==> src/rtl/iic_front_pkg.sv <==
// Package: shared register indices and command word layout for the I2C
// master FIFO front end. Assumes a 32-bit register bus with word indices.
package iic_front_pkg;
    localparam int REG_ADDR_W = 3;
    localparam int REG_DATA_W = 32;
    localparam int CMD_W      = 9;

    typedef enum logic [REG_ADDR_W-1:0] {
        IDX_CTRL   = 3'd0,
        IDX_DATA   = 3'd1,
        IDX_TX_LVL = 3'd2,
        IDX_RX_LVL = 3'd3,
        IDX_TX_THR = 3'd4,
        IDX_RX_THR = 3'd5,
        IDX_PARAM  = 3'd6,
        IDX_SPARE  = 3'd7
    } reg_idx_e;

    // Bit 8 selects a read request, bits 7:0 carry the byte to send.
    typedef struct packed {
        logic       rd;
        logic [7:0] data;
    } cmd_t;
endpackage

==> src/rtl/iic_sync_fifo.sv <==
// Module: single-clock FIFO with a level counter and a flush that wins
// over push and pop. Assumes the caller never pushes when full or pops
// when empty; both are also gated inside. Head entry is shown
// combinationally on rdata.
module iic_sync_fifo #(
    parameter int WIDTH = 9,
    parameter int DEPTH = 8
) (
    input  logic             clk,
    input  logic             rst_n,
    input  logic             flush,
    input  logic             push,
    input  logic [WIDTH-1:0] wdata,
    input  logic             pop,
    output logic [WIDTH-1:0] rdata,
    output logic [$clog2(DEPTH+1)-1:0] level,
    output logic             full,
    output logic             empty
);
    localparam int AW = (DEPTH > 1) ? $clog2(DEPTH) : 1;
    localparam int LW = $clog2(DEPTH+1);

    logic [WIDTH-1:0] mem [DEPTH];
    logic [AW-1:0]    wr_ptr, rd_ptr;
    logic             push_ok, pop_ok;

    assign full    = (level == LW'(DEPTH));
    assign empty   = (level == '0);
    assign push_ok = push & ~full;
    assign pop_ok  = pop & ~empty;
    assign rdata   = mem[rd_ptr];

    // Storage write, no reset needed for data.
    always_ff @(posedge clk) begin
        if (push_ok) mem[wr_ptr] <= wdata;
    end

    // Pointer and level bookkeeping with flush priority.
    always_ff @(posedge clk) begin
        if (!rst_n || flush) begin
            wr_ptr <= '0;
            rd_ptr <= '0;
            level  <= '0;
        end else begin
            if (push_ok) wr_ptr <= (wr_ptr == AW'(DEPTH-1)) ? '0 : wr_ptr + 1'b1;
            if (pop_ok)  rd_ptr <= (rd_ptr == AW'(DEPTH-1)) ? '0 : rd_ptr + 1'b1;
            case ({push_ok, pop_ok})
                2'b10:   level <= level + 1'b1;
                2'b01:   level <= level - 1'b1;
                default: level <= level;
            endcase
        end
    end


    level_bound_chk: assert property (@(posedge clk) disable iff (!rst_n)
        level <= LW'(DEPTH));

    no_push_full_chk: assert property (@(posedge clk) disable iff (!rst_n)
        (push && !flush) |-> !full);

    flush_clears_chk: assert property (@(posedge clk) disable iff (!rst_n)
        flush |=> (level == '0));

    level_hold_chk: assert property (@(posedge clk) disable iff (!rst_n)
        (push && pop && !full && !empty && !flush) |=> $stable(level));
endmodule

==> src/rtl/iic_thresh_reg.sv <==
// Module: one programmable level threshold plus its level flag. Writes
// above DEPTH-1 are clamped. ABOVE selects the flag sense: 1 gives
// level > thr, 0 gives level <= thr.
module iic_thresh_reg #(
    parameter int DEPTH = 8,
    parameter bit ABOVE = 1'b0
) (
    input  logic        clk,
    input  logic        rst_n,
    input  logic        wr_en,
    input  logic [31:0] wdata,
    input  logic [$clog2(DEPTH+1)-1:0] level,
    output logic [$clog2(DEPTH+1)-1:0] thr,
    output logic        flag
);
    localparam int LW   = $clog2(DEPTH+1);
    localparam int MAXV = DEPTH - 1;

    // Threshold storage with clamp to the highest meaningful value.
    always_ff @(posedge clk) begin
        if (!rst_n)                   thr <= '0;
        else if (wr_en) begin
            if (wdata > 32'(MAXV))    thr <= LW'(MAXV);
            else                      thr <= wdata[LW-1:0];
        end
    end

    generate
        if (ABOVE) begin : g_above
            assign flag = (level > thr);
        end else begin : g_at_or_below
            assign flag = (level <= thr);
        end
    endgenerate


    thr_range_chk: assert property (@(posedge clk) disable iff (!rst_n)
        thr <= LW'(MAXV));
endmodule

==> src/rtl/iic_bus_stub.sv <==
// Module: stand-in for the bus byte engine. Consumes one command per
// ready cycle while enabled and not aborting. Byte commands are shown
// on the wr outputs. Read commands return RD_SEED plus a served count.
module iic_bus_stub
    import iic_front_pkg::*;
#(
    parameter logic [7:0] RD_SEED = 8'hC0
) (
    input  logic       clk,
    input  logic       rst_n,
    input  logic       ready,
    input  logic       enable,
    input  logic       abort,
    input  logic       cmd_valid,
    input  cmd_t       cmd,
    output logic       cmd_pop,
    output logic       wr_valid,
    output logic [7:0] wr_byte,
    output logic       rd_push,
    output logic [7:0] rd_byte
);
    logic [7:0] served;

    assign cmd_pop  = ready & enable & ~abort & cmd_valid;
    assign wr_valid = cmd_pop & ~cmd.rd;
    assign wr_byte  = cmd.data;
    assign rd_push  = cmd_pop & cmd.rd;
    assign rd_byte  = RD_SEED + served;

    // Count of read requests served since reset, not cleared by flush.
    always_ff @(posedge clk) begin
        if (!rst_n)       served <= '0;
        else if (rd_push) served <= served + 1'b1;
    end
endmodule

==> src/rtl/iic_cmd_front.sv <==
// Module: register-side FIFO front end of an I2C master. Decodes a small
// register map, queues 9-bit commands, reserves receive slots for read
// requests and raises level flags and error pulses. Assumes one register
// access per cycle and that bus_abort comes from the bus side.
module iic_cmd_front
    import iic_front_pkg::*;
#(
    parameter int         TX_DEPTH = 8,
    parameter int         RX_DEPTH = 8,
    parameter logic [7:0] RD_SEED  = 8'hC0
) (
    input  logic        clk,
    input  logic        rst_n,
    input  logic        reg_wr,
    input  logic        reg_rd,
    input  logic [2:0]  reg_addr,
    input  logic [31:0] reg_wdata,
    output logic [31:0] reg_rdata,
    input  logic        bus_ready,
    input  logic        bus_abort,
    output logic        bus_wr_valid,
    output logic [7:0]  bus_wr_byte,
    output logic        bus_rd_valid,
    output logic        tx_empty_lvl,
    output logic        rx_full_lvl,
    output logic        tx_overflow,
    output logic        rx_underflow
);
    localparam int TXL_W = $clog2(TX_DEPTH+1);
    localparam int RXL_W = $clog2(RX_DEPTH+1);
    localparam logic [7:0] TX_DM1 = 8'(TX_DEPTH-1);
    localparam logic [7:0] RX_DM1 = 8'(RX_DEPTH-1);

    logic             en_q, flush;
    logic             data_wr, data_rd, slot_free, tx_push, cmd_drop, rx_pop;
    cmd_t             cmd_in, tx_head;
    logic [TXL_W-1:0] tx_level, tx_thr, pend_rd;
    logic [RXL_W-1:0] rx_level, rx_thr;
    logic             tx_full, tx_empty, rx_full, rx_empty;
    logic             stub_pop, stub_rd_push;
    logic [7:0]       stub_rd_byte, rx_head;

    assign data_wr   = reg_wr && (reg_addr == IDX_DATA);
    assign data_rd   = reg_rd && (reg_addr == IDX_DATA);
    assign flush     = bus_abort | ~en_q;
    assign cmd_in    = cmd_t'(reg_wdata[CMD_W-1:0]);
    assign slot_free = (16'(rx_level) + 16'(pend_rd)) < 16'(RX_DEPTH);
    assign tx_push   = data_wr & en_q & ~bus_abort & ~tx_full & (~cmd_in.rd | slot_free);
    assign cmd_drop  = data_wr & en_q & ~bus_abort & ~tx_push;
    assign rx_pop    = data_rd & ~rx_empty;

    // Enable bit of the control register.
    always_ff @(posedge clk) begin
        if (!rst_n)                                 en_q <= 1'b0;
        else if (reg_wr && reg_addr == IDX_CTRL)    en_q <= reg_wdata[0];
    end

    // Read requests queued but not yet served, used for slot reservation.
    always_ff @(posedge clk) begin
        if (!rst_n || flush) pend_rd <= '0;
        else pend_rd <= pend_rd + TXL_W'(tx_push & cmd_in.rd) - TXL_W'(stub_rd_push);
    end

    // One-cycle error pulses, registered after the offending access.
    always_ff @(posedge clk) begin
        if (!rst_n) begin
            tx_overflow  <= 1'b0;
            rx_underflow <= 1'b0;
        end else begin
            tx_overflow  <= cmd_drop;
            rx_underflow <= data_rd & rx_empty;
        end
    end

    iic_sync_fifo #(.WIDTH(CMD_W), .DEPTH(TX_DEPTH)) u_tx_fifo (
        .clk(clk), .rst_n(rst_n), .flush(flush),
        .push(tx_push), .wdata(cmd_in), .pop(stub_pop), .rdata(tx_head),
        .level(tx_level), .full(tx_full), .empty(tx_empty)
    );

    iic_sync_fifo #(.WIDTH(8), .DEPTH(RX_DEPTH)) u_rx_fifo (
        .clk(clk), .rst_n(rst_n), .flush(flush),
        .push(stub_rd_push), .wdata(stub_rd_byte), .pop(rx_pop), .rdata(rx_head),
        .level(rx_level), .full(rx_full), .empty(rx_empty)
    );

    iic_thresh_reg #(.DEPTH(TX_DEPTH), .ABOVE(1'b0)) u_tx_thr (
        .clk(clk), .rst_n(rst_n),
        .wr_en(reg_wr && reg_addr == IDX_TX_THR), .wdata(reg_wdata),
        .level(tx_level), .thr(tx_thr), .flag(tx_empty_lvl)
    );

    iic_thresh_reg #(.DEPTH(RX_DEPTH), .ABOVE(1'b1)) u_rx_thr (
        .clk(clk), .rst_n(rst_n),
        .wr_en(reg_wr && reg_addr == IDX_RX_THR), .wdata(reg_wdata),
        .level(rx_level), .thr(rx_thr), .flag(rx_full_lvl)
    );

    iic_bus_stub #(.RD_SEED(RD_SEED)) u_stub (
        .clk(clk), .rst_n(rst_n), .ready(bus_ready), .enable(en_q),
        .abort(bus_abort), .cmd_valid(~tx_empty), .cmd(tx_head),
        .cmd_pop(stub_pop), .wr_valid(bus_wr_valid), .wr_byte(bus_wr_byte),
        .rd_push(stub_rd_push), .rd_byte(stub_rd_byte)
    );

    assign bus_rd_valid = stub_rd_push;

    // Register read multiplexer; an empty receive FIFO reads as zero.
    always_comb begin
        case (reg_idx_e'(reg_addr))
            IDX_CTRL:   reg_rdata = {31'b0, en_q};
            IDX_DATA:   reg_rdata = rx_empty ? 32'b0 : {24'b0, rx_head};
            IDX_TX_LVL: reg_rdata = 32'(tx_level);
            IDX_RX_LVL: reg_rdata = 32'(rx_level);
            IDX_TX_THR: reg_rdata = 32'(tx_thr);
            IDX_RX_THR: reg_rdata = 32'(rx_thr);
            IDX_PARAM:  reg_rdata = {8'b0, TX_DM1, RX_DM1, 8'b0};
            default:    reg_rdata = 32'b0;
        endcase
    end


    rx_reserve_chk: assert property (@(posedge clk) disable iff (!rst_n)
        (16'(rx_level) + 16'(pend_rd)) <= 16'(RX_DEPTH));

    rx_no_overrun_chk: assert property (@(posedge clk) disable iff (!rst_n)
        stub_rd_push |-> !rx_full);

    underflow_evt_chk: assert property (@(posedge clk) disable iff (!rst_n)
        (reg_rd && reg_addr == IDX_DATA && rx_level == '0) |=> rx_underflow);

    off_flush_chk: assert property (@(posedge clk) disable iff (!rst_n)
        !en_q |=> (tx_level == '0 && rx_level == '0));

    off_no_event_chk: assert property (@(posedge clk) disable iff (!rst_n)
        !en_q |=> !tx_overflow);
endmodule

==> config.mk <==
export PLATFORM = sky130hd
export DESIGN_NAME = iic_cmd_front
export DESIGN_NICKNAME = d
export VERILOG_FILES = /design/src/rtl/iic_front_pkg.sv /design/src/rtl/iic_sync_fifo.sv /design/src/rtl/iic_thresh_reg.sv /design/src/rtl/iic_bus_stub.sv /design/src/rtl/iic_cmd_front.sv
export SDC_FILE = /design/constraint.sdc
export NUM_CORES = 1
export LEC_CHECK = 0
export BUFFER_PORTS_ARGS = -buffer_cell sky130_fd_sc_hd__buf_2
export CAP_MARGIN = 20
export CORE_UTILIZATION = 45
export CTS_BUF_LIST = sky130_fd_sc_hd__clkbuf_2
export CTS_CLUSTER_DIAMETER = 30
export CTS_CLUSTER_SIZE = 8
export DETAILED_ROUTE_END_ITERATION = 8
export PLACE_DENSITY_LB_ADDON = 0.08
export SYNTH_ARGS = -nofsm -noshare
export SYNTH_HDL_FRONTEND = slang
export SYNTH_SLANG_ARGS = --single-unit
export TNS_END_PERCENT = 5
==> constraint.sdc <==
create_clock -name clk -period 5 [get_ports clk]
set_input_delay 0.75 -clock clk [delete_from_list [all_inputs] [get_ports clk]]
set_output_delay 0.75 -clock clk [all_outputs]
set_load 0.1 [all_outputs]
### Yosys cells after proc, flatten, opt, wreduce, memory -nomap -nowiden

Memories as Yosys holds them, arrays and structs flattened. A register that Yosys moved wholly into a read port is not among the register bits.
Index checks and enable logic that the tools add are counted.

* order comparisons: 4
* add/subtract/negate cells: 13
* reductions and logical operators: 12
* equality and inequality tests: 16
* bitwise gates (word level): 28
* multiplexer cells: 17

Operator list (number)
* 19-bit one-hot mux with 7 select lines: 1
* 32-bit by 3-bit > comparator with 1-bit output (second input constant): 1
* 3-bit two-way mux: 8
* 3-bit equality test (second input constant): 7
* 1-bit AND: 17
* 4-bit one-hot mux with 2 select lines: 2
* 3-bit by 1-bit adder with 3-bit output (second input constant): 4
* 1-bit inverter: 9
* 4-bit by 1-bit adder with 4-bit output (second input constant): 2
* 8-bit by 1-bit adder with 8-bit output (second input constant): 1
* 8-bit adder (first input constant): 1
* 4-bit equality test (second input constant): 2
* 4-bit logical NOT: 2
* 8-bit two-way mux: 1
* 4-bit by 1-bit subtractor with 4-bit output (second input constant): 2
* 3-bit by 2-bit equality test with 1-bit output (second input constant): 2
* 4-bit by 4-bit adder with 5-bit output: 1
* 1-bit logical AND: 5
* 5-bit by 4-bit < comparator with 1-bit output (second input constant): 1
* 4-bit by 1-bit adder with 4-bit output: 1
* 2-bit by 1-bit equality test with 1-bit output (second input constant): 2
* 2-bit equality test (second input constant): 2
* 4-bit > comparator: 1
* 4-bit <= comparator: 1
* other kinds (9): 14

* bits of input ports: 41
* output and inout bits: 46
* word-level logic and storage cells: 105
* bits in writable memories: 136
* memories kept: 2
* bits in registers: 43

Memories
* u_tx_fifo.mem: words 8, width 9, read ports 1, clocked after Yosys merged registers in 1, write ports 1, RTL line iic_sync_fifo.sv:23 `logic [WIDTH-1:0] mem [DEPTH];`
* u_rx_fifo.mem: words 8, width 8, read ports 1, clocked after Yosys merged registers in 1, write ports 1, RTL line iic_sync_fifo.sv:23

### Longest topological paths before layout

Gate-level depths: netlist of the first run.

* depth in word-level cells: 9
* gate-level depth with buffers: 13
* gate-level depth less buffers: 12

### Modules after synthesis

A second synthesis of the first run with hierarchy kept.

* cells, all modules: 605
* area, all modules: 8570.7 sq um

Modules (own cells, without submodules)
* iic_sync_fifo (u_tx_fifo): cells each 185, times used 1, seq. area each 2422.3 sq um, area an instance 3407.0 sq um
* iic_sync_fifo (u_rx_fifo): cells each 174, times used 1, seq. area each 2182.1 sq um, area an instance 3108.0 sq um
* iic_cmd_front: cells each 109, times used 1, seq. area each 140.1 sq um, area an instance 923.4 sq um
* iic_bus_stub: cells each 62, times used 1, seq. area each 160.2 sq um, area an instance 523.0 sq um
* iic_thresh_reg (u_tx_thr): cells each 38, times used 1, seq. area each 80.1 sq um, area an instance 305.3 sq um
* iic_thresh_reg (u_rx_thr): cells each 37, times used 1, seq. area each 80.1 sq um, area an instance 304.0 sq um

### Least setup slack after synthesis of the first run

Ideal clock, no wire load.

* kind: input -> output
* from: input port bus_ready
* to: output port bus_wr_valid
* arrival: 3.363 ns
* data required time: 4.250 ns
* path slack: 0.887 ns
* stages on the path: 3
* buffers on the path: 0
* path through: o41ai_4 nor3b_4 a21boi_0

* word-level cells in the longest chain between the ends: 4

Ends and longest elaborated chain
* start, declared: RTL line iic_cmd_front.sv:19 `input logic bus_ready,`
* 1-bit AND (3 in a row): RTL line iic_bus_stub.sv:24 `assign cmd_pop = ready & enable & ~abort & cmd_valid;`
* 1-bit AND: RTL line iic_bus_stub.sv:25 `assign wr_valid = cmd_pop & ~cmd.rd;`
* end, declared: RTL line iic_cmd_front.sv:21 `output logic bus_wr_valid,`

Every way passes these cells.

==> results.json, run 1 <==
{
  "outcome": "completed",
  "cp-end-kind": "output port",
  "fin_area_um2": 9000,
  "wire_per_inst_um": 19.4,
  "drt_first_pass_iters": 5,
  "drive_gt1_frac": 0.264,
  "clkTransAtPathRegs_ns": 0.26,
  "cts_inserted_buffers": 17,
  "synth_common_cells": "136 x edfxtp_1, 49 x dfxtp_1, 32 x mux4_2",
  "relSlewSlack": 0.347,
  "clock_skew_ns": 0.0459,
  "cts_buffer_depth": 2,
  "fin_crit_ns": 3.70,
  "p_leak_uw": 0.00317,
  "syn-cell-area_um2": 8180,
  "ir_worst_vdd_uv": 173,
  "top_level_ports": 87,
  "synth.most_common_cell": "edfxtp_1",
  "grt_max_degree": 22,
  "root_buffer": "clkbuf_2",
  "yosysTopAreaCell": "edfxtp_1",
  "drt_iter0_drc": 365,
  "grt_pass1_wl_um": 26400,
  "synthCells": 556,
  "finalHoldViolCount": 0,
  "setup_ws_ns": 1.30,
  "min_period_over_period": 0.740,
  "ctsResizeCount": 0,
  "rows": 48,
  "grt_pass1_vias": 4701,
  "max_freq_ghz": 0.270,
  "dr_total_vias": 4703,
  "ant_nets": 0,
  "synth_edf_count": 136,
  "clock_latency_ns": 0.71,
  "synth_top_cell_area_share": 0.499,
  "cap_violations": 0,
  "totalWireLength_um": 16900,
  "grt-ovfl-total": 0,
  "finalSetupTns_ns": 0,
  "rsz0062_at_grt": "false",
  "hp-class": "in2reg",
  "via_per_inst": 5.40,
  "drc": 0,
  "critPathKind": "reg2out",
  "grtUsageTotal": 0.195,
  "cts_max_level": 4,
  "cts_tree": "built",
  "power.density_nw_per_um2": 290,
  "dp_hpwl_um": 11600,
  "worst_setup_path_start_kind": "flop",
  "ys_seq_elements": 185,
  "finalPower_uw": 2610,
  "cts.hold.buffers_added": 0,
  "synth_cell_types": 58,
  "place_ws_ns": 1.47,
  "synthTopCellsByArea": "edfxtp_1 50%, dfxtp_1 12%, mux4_2 8.8%",
  "die_w_um": 137,
  "io_buffers": 68,
  "core-area_um2": 17500,
  "async_flop_share": 0,
  "cp_data_arrival_time_ns": 2.95,
  "cts_num_sinks": 185,
  "ys.flop_type": "edfxtp_1",
  "setup_viol": 0,
  "syn_avg_cell_area_um2": 14.7,
  "crit_fanout": 12,
  "antenna_found_initial": 1,
  "worst_slew_pin_slew_ns": 0.976,
  "drv_slew": 0,
  "fp.dieH_um": 137,
  "post_cts_buffers": 0,
  "nets": 705,
  "area_growth_pct": 10.1,
  "dieArea_um2": 18700,
  "start_util": 0.466,
  "yosys_warnings": 0,
  "place_congestion": 0.823,
  "required_ns": 4.25,
  "ys_seq_area_frac": 0.619,
  "placed_cell_area_um2": 8730
}
layer usage:
metal  global-route usage  wire [um]  up-vias  share of wire
met4               0.0574        253        0          0.015
li1                     -          -     2236              -
met3               0.0415        644       15          0.038
met1                0.242       7340     2358           0.43
met2                0.341       8690       94           0.51
met5                    0          0        -              0
sequential cells by signal, indices dropped and copies added, names as in the netlist, 4 cells and up, named ones only:
name / cells
u_rx_thr.thr: 4
u_stub.served: 8
u_tx_thr.thr: 4
u_rx_fifo.level: 4
u_tx_fifo.mem: 72
u_tx_fifo.level: 4
pend_rd: 4
u_rx_fifo.mem: 64
kinds of logic after synthesis:
family | after synthesis | synth area share
and+or+nand+nor | 133 | 0.0892
xor gates and xnor gates | 12 | 0.0129
buffers and inverters | 61 | 0.0404
other | 1 | 0.000459
AOI/OAI and AO/OA | 62 | 0.0508
DFF | 185 | 0.619
muxes | 70 | 0.136
adders and majority gates | 32 | 0.0508
where the power goes:
part | internal [uW] | switching (uW) | leakage (uW)
combinational | 23.1 | 120 | 0.00136
sequential | 1640 | 1.99 | 0.00166
clock | 292 | 534 | 0.000158
total | 1950 | 655 | 0.00317
metrics by stage:
stage                     utilization  instances  hold slack (ns)
after detailed placement        0.498        838            0.485
after global routing            0.513        871            0.208
after CTS                       0.513        870            0.238
after floorplan                     -        573            0.442
final                           0.513        871            0.342
after global placement          0.498        838            0.483
critical path, stage by stage, from the launching register on:
cell	delay, ns
dfxtp_1	0.82
buf_4	0.35
mux4_2	0.52
mux2_2	0.27
buf_2	0.29
path summary, 6_finish.rpt:
check	startpoint	end	slack, ns	depth (start not counted)
setup / recovery	flop	bus_wr_byte[5]	1.30	4
hold / removal	reg_rd	rx_underflow	0.34	2
setup reg to reg	flop	u_rx_fifo.level[3]	1.57	12
hold reg to reg	u_rx_thr.thr[3]	u_rx_thr.thr[3]	0.50	2
final cells by class:
| type | instances | area (um2) |
|---|---|---|
| inverter | 21 | 78.8 |
| multi-input combinational | 327 | 2870 |
| fill | 1528 | 8530 |
| tap | 225 | 282 |
| antenna | 1 | 2.50 |
| sequential | 185 | 5060 |
| clock inverter | 15 | 186 |
| timing repair buffer | 80 | 430 |
| clock buffer | 17 | 85.1 |
layout by cell type (no fill, tap or decap), types with 5 or more instances in the layout:
cell	Yosys	routed
nor2_1	31	31
buf_4	23	12
nor3b_1	7	5
xor2_1	7	7
mux2_2	9	9
clkbuf_2	0	17
mux4_2	32	32
dfxtp_1	49	49
nand3b_1	5	5
inv_6	0	6
nor2b_1	5	5
ha_1	30	30
inv_1	18	18
edfxtp_1	136	136
nand3_1	7	7
nand2b_1	8	8
buf_2	6	68
a21oi_1	27	27
nor3_1	16	15
conb_1	1	18
o21ai_0	16	16
nor4_1	9	9
nand2_1	24	24
xnor2_1	5	5
mux2i_1	29	29
Note: power is estimated with default switching activity, not from simulation.
==> run 2, diff against run 1 <==
==> constraint.sdc (replaced) <==
create_clock -name clk -period 3.5 [get_ports clk]
set_input_delay 0.525 -clock clk [delete_from_list [all_inputs] [get_ports clk]]
set_output_delay 0.525 -clock clk [all_outputs]
set_load 0.1 [all_outputs]
==> results.json, run 2 (synthesis gave the netlist of run 1 again) <==
{
  "cp_num_buf_inv": 1,
  "clkTransAtPathRegs_ns": 0.26,
  "start_util": 0.466,
  "placed_cell_area_um2": 8820,
  "cts_tree": "built",
  "wire_per_inst_um": 19.2,
  "nets": 725,
  "worst_setup_path_start_kind": "flop",
  "dieArea_um2": 18700,
  "grt_pass1_vias": 4787,
  "fp.dieH_um": 137,
  "ant_nets": 0,
  "cts_max_level": 4,
  "crit_family": "multiplexers",
  "outcome": "completed",
  "required_ns": 2.97,
  "fin_crit_ns": 3.28,
  "dp_hpwl_um": 11800,
  "cts_buffer_depth": 2,
  "rsz0062_at_grt": "false",
  "stdcell_count": 890,
  "crit_fanout": 10,
  "min_period_over_period": 0.937,
  "worst_slew_pin_slew_ns": 0.687,
  "fin_area_um2": 9120,
  "hp-class": "in2reg",
  "diodes": 0,
  "top_layer": "met4",
  "drt_first_pass_iters": 6,
  "cts_num_sinks": 185,
  "grt-ovfl-total": 0,
  "totalWireLength_um": 17100,
  "worst_path_largest_cell_delay_ns": 0.62,
  "cp-end-kind": "output port",
  "grt_pass1_wl_um": 26100,
  "setup_viol": 0,
  "largest_registers": "u_tx_fifo.mem (72), u_rx_fifo.mem (64), u_stub.served (8)",
  "dr_total_vias": 4826,
  "max_freq_ghz": 0.305,
  "drive_gt1_frac": 0.277,
  "regMostFlops": "u_tx_fifo.mem",
  "worstPathCellList": "mux4_2, mux2i_1, o221ai_1, buf_2",
  "root_buffer": "clkbuf_2",
  "grt_max_degree": 21,
  "die_w_um": 137,
  "area_growth_pct": 11.5,
  "clock_latency_ns": 0.72,
  "critPathKind": "reg2out",
  "drv_slew": 0,
  "relSlewSlack": 0.538,
  "wl_met3_um": 610,
  "cts_inserted_buffers": 17,
  "cp_data_arrival_time_ns": 2.76,
  "clock_skew_ns": 0.0352,
  "place_congestion": 0.787,
  "top_level_ports": 87,
  "power.density_nw_per_um2": 397,
  "wl_met1_um": 7570,
  "via_per_inst": 5.42,
  "drt_iter0_drc": 366,
  "largest_register_ffs": 72,
  "p_leak_uw": 0.00324,
  "antenna_found_initial": 0,
  "cap_violations": 0,
  "finalPower_uw": 3620,
  "core-area_um2": 17500,
  "fin_util": 0.520,
  "finalHoldViolCount": 0,
  "ir_worst_vdd_uv": 166,
  "final_common_cell": "edfxtp_1",
  "grtUsageTotal": 0.194,
  "drc": 0,
  "dr_wl_met2_um": 8700,
  "dp.cells": 852,
  "io_buffers": 68,
  "final_cell_mix": "136 x edfxtp_1, 68 x buf_2, 47 x dfxtp_1",
  "rows": 48,
  "slowest_stage": "dfxtp_2"
}
run 2: layout make-up:
type	count	area, um2
clock buffers	18	90.1
clock inverters	14	148
fillers	1509	8420
inverters	21	78.8
multi-input cells	327	2860
flip-flops and latches	185	5070
well taps	225	282
repair buffers	100	596
run 2: final timing paths:
path,start,slack (ns),end,cells after the start
min,reg_wdata[6],0.11,u_tx_fifo.mem[0][6],1
max reg2reg,u_rx_fifo.level[3],0.39,u_tx_fifo.level[2],12
min reg2reg,u_rx_thr.thr[3],0.49,u_rx_thr.thr[3],2
max,flop,0.22,reg_rdata[0],4
run 2: worst register-to-register path, stage by stage, from the launching register on:
cell	delay, ns
dfxtp_1	0.54
ha_1	0.31
o41ai_1	0.35
a21oi_1	0.13
a211oi_4	0.25
inv_2	0.10
ha_1	0.24
xor2_1	0.17
ha_1	0.20
a21oi_1	0.15
xor2_1	0.09
or3_2	0.41
a21oi_1	0.14
run 2: where the power goes:
part / leakage (uW) / switching, uW / total [uW] / internal (uW)
Clock: 0.000134 / 732 / 1070 / 333
Combinational: 0.00145 / 172 / 209 / 37.5
Sequential: 0.00166 / 2.69 / 2340 / 2340
run 2: per-layer routing:
layer | track usage | vias to the layer above
met5 | 0 | -
met4 | 0.0592 | 0
met3 | 0.0381 | 15
met2 | 0.332 | 110
met1 | 0.249 | 2427
li1 | - | 2274
run 2: repair_timing:
action / CTS / global route
setup buffers: 0 / 0
hold buffers: 0 / 6
resized for setup: 1 / 1
setup endpoints to repair: 5 / 1
hold endpoints to repair: 0 / 35
run 2: stage by stage:
step	hold slack, ns	setup slack [ns]	TNS (ns)
final	0.106	0.220	0
after global routing	0.00380	0.00689	0
after CTS	0.00665	0.0907	0
after detailed placement	0.470	0.380	0
after global placement	0.465	0.491	0
after floorplan	0.442	-0.340	-0.658
